File: config.mk
export PLATFORM = sky130hd
export DESIGN_NAME = psfb_pwm
export DESIGN_NICKNAME = d
export VERILOG_FILES = /design/src/rtl/psfb_pkg.sv /design/src/rtl/psfb_osc.sv /design/src/rtl/psfb_deadcalc.sv /design/src/rtl/psfb_leg.sv /design/src/rtl/psfb_noload.sv /design/src/rtl/psfb_pwm.sv
export SDC_FILE = /design/constraint.sdc
export NUM_CORES = 1
export LEC_CHECK = 0
export BUFFER_PORTS_ARGS = -buffer_cell sky130_fd_sc_hd__buf_2
export CORE_MARGIN = 5
export CORE_UTILIZATION = 55
export CTS_BUF_LIST = sky130_fd_sc_hd__clkbuf_4
export DETAILED_ROUTE_END_ITERATION = 10
export GPL_TIMING_DRIVEN = 0
export PLACE_DENSITY = 0.72
export REMOVE_ABC_BUFFERS = 1
export SYNTH_ARGS = -nofsm -noshare
export SYNTH_HDL_FRONTEND = slang
export SYNTH_SLANG_ARGS = --single-unit
File: constraint.sdc
create_clock -name clk -period 142.6 [get_ports clk]
set_input_delay 7.13 -clock clk [delete_from_list [all_inputs] [get_ports clk]]
set_output_delay 7.13 -clock clk [all_outputs]
set_load 0.1 [all_outputs]
File: src/rtl/psfb_pkg.sv
package psfb_pkg;

  localparam int unsigned NUM_LEGS = 2;

  typedef enum logic [0:0] {
    LEG_AB = 1'b0,
    LEG_CD = 1'b1
  } leg_id_e;

  // multiplier applied to the saturated load difference in the dead-time divisor
  localparam int unsigned DT_SLOPE = 3;

endpackage

File: src/rtl/psfb_osc.sv
module psfb_osc #(
  parameter int unsigned CNT_W      = 10,
  parameter int unsigned RST_PERIOD = 99,
  parameter int unsigned RST_PHASE  = 50
) (
  input  logic             clk,
  input  logic             rst,
  input  logic [CNT_W-1:0] period_in,
  input  logic [CNT_W-1:0] phase_in,
  output logic             tick,
  output logic             ph_hit
);

  logic [CNT_W-1:0] ramp_q;
  logic [CNT_W-1:0] per_q;
  logic [CNT_W-1:0] ph_q;
  logic [CNT_W-1:0] ph_eff;

  assign ph_eff = (ph_q > per_q) ? per_q : ph_q;
  assign tick   = (ramp_q == per_q);
  assign ph_hit = (ramp_q == ph_eff);

  always_ff @(posedge clk) begin
    if (rst) begin
      ramp_q <= '0;
      per_q  <= CNT_W'(RST_PERIOD);
      ph_q   <= CNT_W'(RST_PHASE);
    end else if (tick) begin
      ramp_q <= '0;
      per_q  <= period_in;
      ph_q   <= phase_in;
    end else begin
      ramp_q <= ramp_q + CNT_W'(1);
    end
  end


  period_hold_chk: assert property (@(posedge clk) disable iff (rst)
    !tick |=> $stable(per_q));


  ramp_bound_chk: assert property (@(posedge clk) disable iff (rst)
    ramp_q <= per_q);


  phase_hold_chk: assert property (@(posedge clk) disable iff (rst)
    !tick |=> $stable(ph_q));

endmodule

File: src/rtl/psfb_deadcalc.sv
module psfb_deadcalc #(
  parameter int unsigned CODE_W    = 8,
  parameter int unsigned DT_W      = 8,
  parameter int unsigned PEAK_CODE = 128
) (
  input  logic              clk,
  input  logic              rst,
  input  logic [DT_W-1:0]   base,
  input  logic [CODE_W-1:0] cs,
  input  logic [CODE_W-1:0] ads,
  input  logic              bypass,
  output logic [DT_W-1:0]   dt_q
);

  import psfb_pkg::*;

  localparam int unsigned PROD_W = DT_W + CODE_W + 3;
  localparam logic [CODE_W-1:0] PEAK_C = CODE_W'(PEAK_CODE);

  logic [CODE_W-1:0] diff;
  logic [CODE_W-1:0] sat;
  logic [PROD_W-1:0] num;
  logic [PROD_W-1:0] den;
  logic [DT_W-1:0]   quo;

  always_comb begin
    diff = (cs > ads) ? (cs - ads) : '0;
    sat  = (diff > PEAK_C) ? PEAK_C : diff;
    num  = PROD_W'(base) * PROD_W'(PEAK_CODE);
    den  = PROD_W'(PEAK_CODE) + PROD_W'(sat) * PROD_W'(DT_SLOPE);
    quo  = DT_W'(num / den);
  end

  always_ff @(posedge clk) begin
    if (rst)         dt_q <= '0;
    else if (bypass) dt_q <= '0;
    else             dt_q <= quo;
  end


  no_modulation_chk: assert property (@(posedge clk) disable iff (rst)
    (cs == ads && !bypass) |=> (dt_q == $past(base)));


  bypass_zero_chk: assert property (@(posedge clk) disable iff (rst)
    bypass |=> (dt_q == '0));


  never_longer_chk: assert property (@(posedge clk) disable iff (rst)
    1'b1 |=> (dt_q <= $past(base)));

endmodule

File: src/rtl/psfb_leg.sv
module psfb_leg #(
  parameter int unsigned DT_W = 8
) (
  input  logic            clk,
  input  logic            rst,
  input  logic            flip,
  input  logic [DT_W-1:0] dt_len,
  input  logic            en,
  output logic            hi_q,
  output logic            lo_q
);

  logic            side_q;
  logic [DT_W-1:0] dtc_q;
  logic            side_n;
  logic [DT_W-1:0] dtc_n;
  logic            idle_n;

  always_comb begin
    if (flip) begin
      side_n = ~side_q;
      dtc_n  = dt_len;
    end else begin
      side_n = side_q;
      dtc_n  = (dtc_q != '0) ? (dtc_q - DT_W'(1)) : '0;
    end
    idle_n = (dtc_n == '0);
  end

  always_ff @(posedge clk) begin
    if (rst) begin
      side_q <= 1'b0;
      dtc_q  <= '0;
      hi_q   <= 1'b0;
      lo_q   <= 1'b0;
    end else begin
      side_q <= side_n;
      dtc_q  <= dtc_n;
      hi_q   <= en & side_n & idle_n;
      lo_q   <= en & ~side_n & idle_n;
    end
  end


  no_overlap_chk: assert property (@(posedge clk) disable iff (rst)
    !(hi_q && lo_q));


  gap_start_chk: assert property (@(posedge clk) disable iff (rst)
    (flip && dt_len != '0) |=> (!hi_q && !lo_q));


  gap_count_chk: assert property (@(posedge clk) disable iff (rst)
    (dtc_q != '0 && !flip) |=> (dtc_q == $past(dtc_q) - DT_W'(1)));

endmodule

File: src/rtl/psfb_noload.sv
module psfb_noload #(
  parameter int unsigned CODE_W = 8,
  parameter int unsigned NL_OFF = 64,
  parameter int unsigned NL_ON  = 77
) (
  input  logic              clk,
  input  logic              rst,
  input  logic [CODE_W-1:0] err,
  output logic              run_n
);

  logic run_q;

  assign run_n = run_q ? !(err < CODE_W'(NL_OFF)) : (err > CODE_W'(NL_ON));

  always_ff @(posedge clk) begin
    if (rst) run_q <= 1'b0;
    else     run_q <= run_n;
  end


  low_turns_off_chk: assert property (@(posedge clk) disable iff (rst)
    (err < CODE_W'(NL_OFF)) |=> !run_q);


  high_turns_on_chk: assert property (@(posedge clk) disable iff (rst)
    (err > CODE_W'(NL_ON)) |=> run_q);


  band_keeps_chk: assert property (@(posedge clk) disable iff (rst)
    (!(err < CODE_W'(NL_OFF)) && !(err > CODE_W'(NL_ON))) |=> (run_q == $past(run_q)));

endmodule

File: src/rtl/psfb_pwm.sv
module psfb_pwm #(
  parameter int unsigned CNT_W      = 10,
  parameter int unsigned CODE_W     = 8,
  parameter int unsigned DT_W       = 8,
  parameter int unsigned PEAK_CODE  = 128,
  parameter int unsigned NL_OFF     = 64,
  parameter int unsigned NL_ON      = 77,
  parameter int unsigned RST_PERIOD = 99,
  parameter int unsigned RST_PHASE  = 50
) (
  input  logic              clk,
  input  logic              rst,
  input  logic [CNT_W-1:0]  period_in,
  input  logic [CNT_W-1:0]  phase_in,
  input  logic [CODE_W-1:0] err_code,
  input  logic [CODE_W-1:0] cs_code,
  input  logic [CODE_W-1:0] ads_code,
  input  logic [DT_W-1:0]   dt_ab_base,
  input  logic [DT_W-1:0]   dt_cd_base,
  input  logic              dt_bypass,
  input  logic              force_off,
  output logic              gate_a,
  output logic              gate_b,
  output logic              gate_c,
  output logic              gate_d
);

  import psfb_pkg::*;

  logic                tick;
  logic                ph_hit;
  logic                run_n;
  logic                gate_en;
  logic [NUM_LEGS-1:0] flip_v;
  logic [NUM_LEGS-1:0] hi_v;
  logic [NUM_LEGS-1:0] lo_v;
  logic [DT_W-1:0]     base_arr [NUM_LEGS];

  psfb_osc #(
    .CNT_W(CNT_W), .RST_PERIOD(RST_PERIOD), .RST_PHASE(RST_PHASE)
  ) i_osc (
    .clk(clk), .rst(rst), .period_in(period_in), .phase_in(phase_in),
    .tick(tick), .ph_hit(ph_hit)
  );

  psfb_noload #(
    .CODE_W(CODE_W), .NL_OFF(NL_OFF), .NL_ON(NL_ON)
  ) i_noload (
    .clk(clk), .rst(rst), .err(err_code), .run_n(run_n)
  );

  assign gate_en        = ~force_off & run_n;
  assign flip_v[LEG_AB] = tick;
  assign flip_v[LEG_CD] = ph_hit;
  assign base_arr[LEG_AB] = dt_ab_base;
  assign base_arr[LEG_CD] = dt_cd_base;

  for (genvar g = 0; g < NUM_LEGS; g++) begin : g_leg
    logic [DT_W-1:0] dt_len;

    psfb_deadcalc #(
      .CODE_W(CODE_W), .DT_W(DT_W), .PEAK_CODE(PEAK_CODE)
    ) i_deadcalc (
      .clk(clk), .rst(rst), .base(base_arr[g]), .cs(cs_code), .ads(ads_code),
      .bypass(dt_bypass), .dt_q(dt_len)
    );

    psfb_leg #(
      .DT_W(DT_W)
    ) i_leg (
      .clk(clk), .rst(rst), .flip(flip_v[g]), .dt_len(dt_len), .en(gate_en),
      .hi_q(hi_v[g]), .lo_q(lo_v[g])
    );
  end

  assign gate_a = hi_v[LEG_AB];
  assign gate_b = lo_v[LEG_AB];
  assign gate_c = hi_v[LEG_CD];
  assign gate_d = lo_v[LEG_CD];


  force_low_chk: assert property (@(posedge clk) disable iff (rst)
    force_off |=> !(gate_a || gate_b || gate_c || gate_d));


  reset_low_chk: assert property (@(posedge clk)
    rst |=> !(gate_a || gate_b || gate_c || gate_d));

endmodule

### Word level (Yosys, flattened, before mapping)

Cells that the tools add are included.

| word-level totals | value |
|---|---|
| bits in registers | 69 |
| bits of input ports | 64 |
| output and inout bits | 4 |

| operators by class | value |
|---|---|
| add/subtract/negate cells | 5 |
| $mul | 1 |
| div/mod/pow operators | 2 |
| order comparisons | 5 |
| equality and inequality tests | 2 |
| muxes and demuxes | 10 |
| bitwise gates (word level) | 14 |
| reductions and logical operators | 7 |

Operators by type and width:

| kind | number |
|---|---|
| 8-bit two-way mux | 6 |
| 15-bit by 19-bit divider with 19-bit output | 2 |
| 10-bit equality test | 2 |
| 8-bit zero test | 2 |
| 8-bit nonzero test | 2 |
| 8-bit by 1-bit subtractor with 8-bit output (second input constant) | 2 |
| 8-bit by 10-bit adder with 11-bit output (first input constant) | 1 |
| 10-bit by 1-bit adder with 10-bit output (second input constant) | 1 |
| 10-bit greater-than comparator | 1 |
| 8-bit by 2-bit multiplier with 10-bit output (second input constant) | 1 |
| 10-bit two-way mux | 1 |
| 1-bit AND | 9 |
| 8-bit by 7-bit greater-than comparator with 1-bit output (second input constant) | 1 |
| 8-bit greater-than comparator | 1 |
| 8-bit greater-than comparator (second input constant) | 1 |
| 8-bit by 7-bit < comparator with 1-bit output (second input constant) | 1 |
| 8-bit subtractor | 1 |
| 1-bit NOT | 5 |
| 2-bit OR reduction | 2 |
| 1-bit two-way mux | 3 |
| 1-bit zero test | 1 |

### Longest topological paths before layout

Gate-level depths: netlist of run 1.

| logic depth | value |
|---|---|
| word-level depth | 7 |
| gate-level depth with buffers | 227 |
| gate-level depth less buffers | 209 |

### Cells and area by module

Synthesis of run 1 repeated with hierarchy kept, for this count alone.

| unflattened totals | value |
|---|---|
| cells, all modules | 3,221 |
| area, all modules | 23,252.3 um2 |

By module, submodules not included:

| module | times used | cells an instance | area each (um2) |
|---|---|---|---|
| psfb_deadcalc (g_leg[0].i_deadcalc) | 1 | 1,425 | 10,127.2 |
| psfb_deadcalc (g_leg[1].i_deadcalc) | 1 | 1,433 | 9,970.8 |
| psfb_osc | 1 | 196 | 1,747.9 |
| psfb_leg | 2 | 80 | 669.4 |
| psfb_noload | 1 | 6 | 53.8 |
| psfb_pwm | 1 | 1 | 13.8 |

### Worst setup path before layout of run 1

No wires, ideal clock.

| timing | value |
|---|---|
| path type | input to register |
| from | in cs_code[0] |
| to | reg g_leg[1].i_deadcalc.dt_q[0] |
| arrival | 50,522 ps |
| slack | 91,947 ps |
| stages on the path | 216 |
| path through | inv_1 -> ha_1 -> fa_1 -> nand2b_1 -> a21o_1 -> a21boi_0 -> o221ai_1 -> inv_1 -> clkbuf_1 -> ha_1 -> ha_1 -> inv_1 -> fa_1 -> nor2b_1 -> o221a_2 -> o22ai_1 -> nor4b_1 -> nor2b_1 -> [... 180 more ...] -> mux2i_1 -> nor3_4 -> a21oi_1 -> ha_1 -> a211o_1 -> a21o_1 -> a21oi_1 -> nor2b_1 -> o21ai_0 -> nand2b_1 -> a21oi_1 -> nor2b_1 -> o21ai_0 -> nand2b_1 -> a21oi_1 -> o221ai_1 -> a2111oi_0 -> a31oi_1 |

| on the way | value |
|---|---|
| longest elaborated chain between the ends | 7 |
| elaborated cells between the ends (all ways) | 8 |
| those cells by class | add/sub (2); mul (1); div (1); order compare (2); mux (2) |

RTL lines:

| what | RTL line | source |
|---|---|---|
| start, declared | psfb_pwm.sv:16 | `input logic [CODE_W-1:0] cs_code,` |
| 8-bit subtractor / 8-bit greater-than comparator (equally long branches) | psfb_deadcalc.sv:27 | `diff = (cs > ads) ? (cs - ads) : '0;` |
| 8-bit two-way mux * | psfb_deadcalc.sv:27 |  |
| 8-bit greater-than comparator | psfb_deadcalc.sv:28 | `sat = (diff > PEAK_C) ? PEAK_C : diff;` |
| 8-bit two-way mux * | psfb_deadcalc.sv:28 |  |
| 8-bit by 2-bit multiplier with 10-bit output * | psfb_deadcalc.sv:30 | `den = PROD_W'(PEAK_CODE) + PROD_W'(sat) * PROD_W'(DT_SLOPE);` |
| 8-bit by 10-bit adder with 11-bit output * | psfb_deadcalc.sv:30 |  |
| 15-bit by 19-bit divider with 19-bit output * | psfb_deadcalc.sv:31 | `quo = DT_W'(num / den);` |
| end signal, assigned | psfb_deadcalc.sv:37 | `else dt_q <= quo;` |
| end, declared | psfb_deadcalc.sv:12 | `output logic [DT_W-1:0] dt_q` |

Every way passes the cells marked *; elsewhere a longest branch is shown, timed or not.
A chain may end at the register's enable or synchronous reset.

### Worst setup path in the final report of run 1

| timing | value |
|---|---|
| from | in cs_code[2] |
| to | reg g_leg[0].i_deadcalc.dt_q[0] |

| on the way | value |
|---|---|
| longest elaborated chain between the ends | 7 |
| elaborated cells between the ends (all ways) | 8 |
| those cells by class | add/sub (2); mul (1); div (1); order compare (2); mux (2) |

RTL lines:

| what | RTL line |
|---|---|
| 8-bit subtractor / 8-bit greater-than comparator (equally long branches) | psfb_deadcalc.sv:27 |
| 8-bit two-way mux * | psfb_deadcalc.sv:27 |
| 8-bit greater-than comparator | psfb_deadcalc.sv:28 |
| 8-bit two-way mux * | psfb_deadcalc.sv:28 |
| 8-bit by 2-bit multiplier with 10-bit output * | psfb_deadcalc.sv:30 |
| 8-bit by 10-bit adder with 11-bit output * | psfb_deadcalc.sv:30 |
| 15-bit by 19-bit divider with 19-bit output * | psfb_deadcalc.sv:31 |
| end signal, assigned | psfb_deadcalc.sv:37 |
| end, declared | psfb_deadcalc.sv:12 |

Marks and branches as above.

==> results.yml, run 1 <==
status:
  outcome: "finished clean"
cts:
  clockBufferDepth: 2
  ctsResizeCount: 0
  cts.sinks: 69
  htreeDepth: 3
  cts.clk_slew.worst_paths_ns: 0.11
  root_buffer: "clkbuf_4"
  cts_hold_buf: 0
  post-cts-setup-buffers: 0
  clkLatencyLatePin_ns: 0.42
  cts_tree: "done"
  numCtsBuffers: 9
floorplanning:
  core-area_um2: 38600
  top_level_ports: 68
  initial_core_util_pct: 55.5
  dieArea_um2: 43000
  die_y_um: 207
  die_w_um: 207
  rows: 72
final_layout:
  syn_to_final_growth_pct: 5.03
  layout_common_cells: "nor2_1 (331), ha_1 (313), a21oi_1 (231)"
  n_antenna_cell: 0
  layout-drive-gt1-share_pct: 8.61
  nets: 3359
  final_common_cell: "nor2_1"
  layout.cells.non_filler: 3503
setup_path:
  slowest_stage: "o32ai_2"
  worst_path_most_repeated_cell: "o21a_1"
  worstPathRequired_ns: 142.89
  rr_worst_depth: 23
  max_stage_delay_ns: 1.00
  crit_arrival_ns: 60.33
  worstReg2RegEnd: "g_leg[1].i_leg.hi_q$_SDFF_PP0_"
  startpoint_type: "primary input"
  worstSetupEndpointType: "flip-flop"
  r2r_start: "i_osc.per_q[1]$_SDFFE_PP1P_"
  crit_fanout: 23
  critPathKind: "primary input to flip-flop"
  r2r_setup_slack_ns: 137.33
detailed_routing:
  via_count: 22800
  wl_per_cell_um: 17.5
  vias_per_cell: 6.52
  drc: 0
  ant_nets: 0
  firstDrtPassIters: 5
  wl_um: 61400
  drtIter0Drc: 1605
timing:
  fin_crit_sh_pct: 42.1
  fin_worst_skew_ns: 0.0175
  hold_violations: 0
  slew_headroom_pct: 12.1
  tightestPinTransition_ns: 1.31
  fmax_mhz: 16.7
  fin_setup_tns_ns: 0
  setup_viol: 0
  slew_viol_final: 0
  worst_slack_ns: 82.56
  rsz0062_at_grt: "false"
  period_minus_slack_ns: 60.04
logic_synthesis:
  synth_seq_cells: 69
  synth.avg_cell_area_um2: 7.20
  synth_area_um2: 21400
  yosys_warnings: 0
  synth_edf_count: 0
  yosysUniqueCellTypes: 103
  async_reset_ff_share_pct: 0
  syn_inst: 2976
  seq_area_frac_synth_pct: 6.44
  synth_flop_cell: "dfxtp_1"
placement:
  io_buffers: 66
  dp_worst_setup_slack_ns: 83.11
  dp.cells: 3486
  place_congestion: 0.921
  hpwl_um: 47700
worst_hold_path:
  hold_end: "g_leg[0].i_leg.dtc_q[5]$_SDFF_PP0_"
  min_path_type: "flip-flop to flip-flop"
  hold_depth: 2
  min-delay-start: "g_leg[0].i_deadcalc.dt_q[5]$_SDFF_PP0_"
global_routing:
  grtUsageTotal_pct: 26.6
  grt_pass1_vias: 21400
  grt_max_degree: 37
  antenna_found_initial: 0
  grt_pass1_wl_um: 101000
  grt_overflow: 0
flow_run:
  drv_cap: 0
synthesized netlist by cell type (52+ instances only):
cell / number / share of area (%)
clkbuf_1: 71 / 1.2
o21a_1: 131 / 4.6
a21oi_1: 231 / 5.4
o21ai_0: 167 / 3.9
nand3_1: 52 / 1.2
nor3_1: 146 / 3.4
mux2_2: 77 / 4.0
nand2_1: 208 / 3.6
mux2i_1: 61 / 2.8
xnor2_1: 115 / 4.7
a21o_1: 101 / 3.5
dfxtp_1: 69 / 6.4
ha_1: 313 / 18
xor2_1: 66 / 2.7
inv_1: 81 / 1.4
nand2b_1: 63 / 1.8
nor2_1: 334 / 5.8
metal layers:
metal / share of wire (%) / global-route usage (%) / vias up / wire (µm)
met2: 46 / 45.9 / 651 / 28500
met4: 2.1 / 6.09 / 0 / 1260
li1: - / - / 11300 / -
met3: 5.1 / 2.96 / 116 / 3160
met1: 46 / 35.6 / 10800 / 28600
met5: 0 / 0 / - / 0
layout make-up:
cell class	count	area (µm²)
flip-flops and latches	69	1380
inverters	82	308
multi-input cells	2739	19500
clock buffers	10	75.1
fillers	3630	16100
clock inverters	6	86.3
repair buffers	79	546
well taps	518	648
metrics by stage:
step           hold slack (ns)  area [µm²]  utilization, %
6_report                 0.494       22500            58.3
5_1_grt                  0.530       22500            58.3
4_1_cts                  0.504       22500            58.2
3_5_place_dp             0.479       22300            57.8
3_3_place_gp             0.466       22100            57.1
2_1_floorplan            0.447       21100               -
cell families after synthesis:
kind of cell             synth area share [%]
AO/OA/AOI/OAI                            32.5
XOR/XNOR                                 7.47
adder cells (fa/ha/maj)                  18.5
buffers and inverters                    3.19
flip-flops                               6.44
multiplexers                             7.00
other                                  0.0175
AND/OR/NAND/NOR                          25.0
worst max-delay path: cells and delay by family:
family	cells	cell delay, ns
compound gates	110	28.76
simple gates	54	14.99
fa+ha+maj	22	6.96
buf+inv	8	1.94
mux	2	0.38
worst max-delay path by stage:
| stage | cells after the start | slack, ns | startpoint | end |
|---|---|---|---|---|
| after floorplan | 195 | 88.77 | ads_code[2] | g_leg[1].i_deadcalc.dt_q[0]$_SDFF_PP0_ |
| after global placement | 192 | 75.70 | cs_code[2] | g_leg[1].i_deadcalc.dt_q[0]$_SDFF_PP0_ |
| after detailed placement | 195 | 83.11 | cs_code[0] | g_leg[1].i_deadcalc.dt_q[0]$_SDFF_PP0_ |
| after CTS | 195 | 83.42 | cs_code[0] | g_leg[1].i_deadcalc.dt_q[0]$_SDFF_PP0_ |
| after global routing | 200 | 78.42 | ads_code[2] | g_leg[0].i_deadcalc.dt_q[0]$_SDFF_PP0_ |
| final | 196 | 82.56 | cs_code[2] | g_leg[0].i_deadcalc.dt_q[0]$_SDFF_PP0_ |
flip-flops by register name (all words and copies together) (netlist names):
register,count
i_osc.ph_q,10
g_leg.i_deadcalc.dt_q,16
i_osc.ramp_q,10
i_osc.per_q,10
i_noload.run_q,1
g_leg.i_leg.side_q,2
g_leg.i_leg.hi_q,2
g_leg.i_leg.dtc_q,16
g_leg.i_leg.lo_q,2
Power of run 1 is left out: the tool's default activity adds up to more than one toggle a clock period on the data nets, which glitch-free logic cannot reach.
==> run 2, diff against run 1 <==
- ABC_AREA: unset -> 1
- PLACE_DENSITY: 0.72 -> 0.75
- clock period: 142.6 -> 52.9 ns (I/O delays scaled with it)
==> results.yml, run 2 <==
logic_synthesis:
  async_reset_ff_share_pct: 0
  yosys-top-cells-count: "nand2_1 (773), inv_1 (402), ha_1 (313), nor2_1 (277), o21ai_0 (246)"
  synth.avg_cell_area_um2: 6.08
  synth.most_common_cell: "nand2_1"
  yosysUniqueCellTypes: 70
  synth_flop_cell: "dfxtp_1"
  synth_top_area_share_pct: 19.8
  synth_seq_cells: 69
  synth.area.top_cells: "ha_1 (20%), nand2_1 (15%), inv_1 (7.6%)"
  seq_area_frac_synth_pct: 6.99
  synth_area_um2: 19700
  syn_inst: 3247
  synth_edf_count: 0
  yosys_warnings: 0
  yosysTopAreaCell: "ha_1"
global_routing:
  antenna_found_initial: 0
  grt_max_degree: 58
  grt_overflow: 0
  grt_pass1_vias: 19400
  grt_pass1_wl_um: 85300
  grtUsageTotal_pct: 24.5
detailed_routing:
  ant_nets: 0
  via_count: 20500
  firstDrtPassIters: 5
  wl_per_cell_um: 13.4
  vias_per_cell: 5.49
  drtIter0Drc: 1049
  wl_um: 50200
  drc: 0
timing:
  tightestPinTransition_ns: 1.24
  fin_setup_tns_ns: 0
  rsz0062_at_grt: "false"
  period_minus_slack_ns: 44.64
  slew_headroom_pct: 16.9
  fin_worst_skew_ns: 0.0231
  setup_viol: 0
  fmax_mhz: 22.4
  fin_crit_sh_pct: 84.4
  slew_viol_final: 0
  hold_violations: 0
floorplanning:
  dieArea_um2: 39800
  die_w_um: 199
  core-area_um2: 35500
  rows: 69
  die_y_um: 199
  initial_core_util_pct: 55.7
  top_level_ports: 68
cts:
  post-cts-setup-buffers: 0
  clockBufferDepth: 2
  cts_tree: "done"
  clkLatencyLatePin_ns: 0.41
  root_buffer: "clkbuf_4"
  htreeDepth: 3
  numCtsBuffers: 9
  cts.clk_slew.worst_paths_ns: 0.12
  ctsResizeCount: 0
  cts.sinks: 69
  cts_hold_buf: 0
final_layout:
  layout-drive-gt1-share_pct: 9.72
  syn_to_final_growth_pct: 3.88
  n_antenna_cell: 0
  reg_top3: "g_leg.i_deadcalc.dt_q: 16 flops, g_leg.i_leg.dtc_q: 16 flops"
  nets: 3647
  final_area_um2: 20500
  layout.cells.non_filler: 3733
  post-route-util_pct: 57.8
  layout_common_cells: "nand2_1 (773), inv_1 (399), ha_1 (313)"
  final_common_cell: "nand2_1"
  fillers: 3417
placement:
  hpwl_um: 40100
  placed_cell_area_um2: 20400
  place_congestion: 0.882
  io_buffers: 66
  dp.cells: 3718
setup_path:
  worst_path_most_repeated_cell: "nand2_1"
  crit_arrival_ns: 44.91
  path_delay_family: "simple AND/OR/NAND/NOR gates"
  r2r_setup_slack_ns: 48.84
  max_stage_delay_ns: 1.02
  setup.worst_path.start: "cs_code[0]"
  cp_num_buf_inv: 43
  r2r_start: "i_osc.per_q[1]$_SDFFE_PP1P_"
  slowest_stage: "inv_1"
  worstSetupEndpointType: "flip-flop"
  critPathKind: "primary input to flip-flop"
  worstPathRequired_ns: 53.17
  crit_fanout: 57
  startpoint_type: "primary input"
flow_run:
  drv_cap: 0
status:
  outcome: "finished clean"
worst_hold_path:
  min-delay-start: "i_osc.ph_q[6]$_SDFFE_PP0P_"
  min_path_type: "flip-flop to flip-flop"
run 2: cell types whose count changed in the layout (fill, tap and decap cells not counted), sizes merged, moves of 48 or more:
cell,before,now
nand2,208,840
inv,83,432
nand3,52,236
o21a,131,7
nor3,148,32
o21ai,179,284
mux2,79,0
a21o,101,34
nand2b,63,0
mux2i,61,2
nor2b,48,0
run 2: per-stage QoR:
step | hold slack [ns] | setup slack [ns]
after CTS | 0.490 | 8.50
final | 0.491 | 8.26
after global placement | 0.470 | 6.40
after global routing | 0.514 | 3.44
after detailed placement | 0.470 | 8.15
after floorplan | 0.450 | 13.61
run 2: cell families (layout without fill, tap and decap cells):
family	Yosys count	count (layout)	synth area share [%]
DFF	69	69	6.99
other	1	6	0.0190
AOI/OAI and AO/OA	604	604	17.2
and+or+nand+nor	1539	1539	36.0
muxes	2	2	0.101
adders and majority gates	315	315	20.0
xor gates and xnor gates	215	215	9.53
buffers and inverters	502	522	10.2
run 2: per-layer routing:
layer	track usage, %	part of all wire (%)	vias to the layer above
met5	0	0	-
met4	4.65	1.4	0
met3	1.43	4.6	61
met2	44.6	47	472
met1	32.2	47	9211
li1	-	-	10800
run 2: layout make-up:
cell class                 instances  area (µm²)  share of cell area [%]
multi-input combinational       2681       16400                    79.9
inverter                         439        1680                    8.18
sequential                        69        1380                    6.73
tap                              461         577                    2.81
timing repair buffer              68         358                    1.74
clock buffer                      10        75.1                   0.366
clock inverter                     5        52.6                   0.256
run 2: path summary, 6_finish.rpt:
check                                                              end  cells past startpoint
worst max-delay path            g_leg[1].i_deadcalc.dt_q[0]$_SDFF_PP0_                    270
worst min-delay path                        i_osc.ph_q[6]$_SDFFE_PP0P_                      2
worst max register to register          g_leg[1].i_leg.hi_q$_SDFF_PP0_                     21
worst min register to register              i_osc.ph_q[6]$_SDFFE_PP0P_                      2
run 2: worst register-to-register path, cell delays in order (launching register included):
cell and delay [ns]:
dfxtp_1 0.38, inv_1 0.08, ha_1 0.30, a21oi_1 0.15, nor2_1 0.06, a211oi_1 0.18, o21ai_0 0.14, a221oi_1 0.25
o21ai_0 0.15, o41ai_2 0.10, buf_4 0.25, nand2_1 0.06, o21ai_0 0.10, xor2_1 0.17, inv_1 0.05, a2111oi_0 0.38
nand2_1 0.35, o21ai_0 0.32, nand4_1 0.14, nor3_1 0.18, nand4_1 0.14, nor2_1 0.11
Power of run 2 is left out for the same reason.
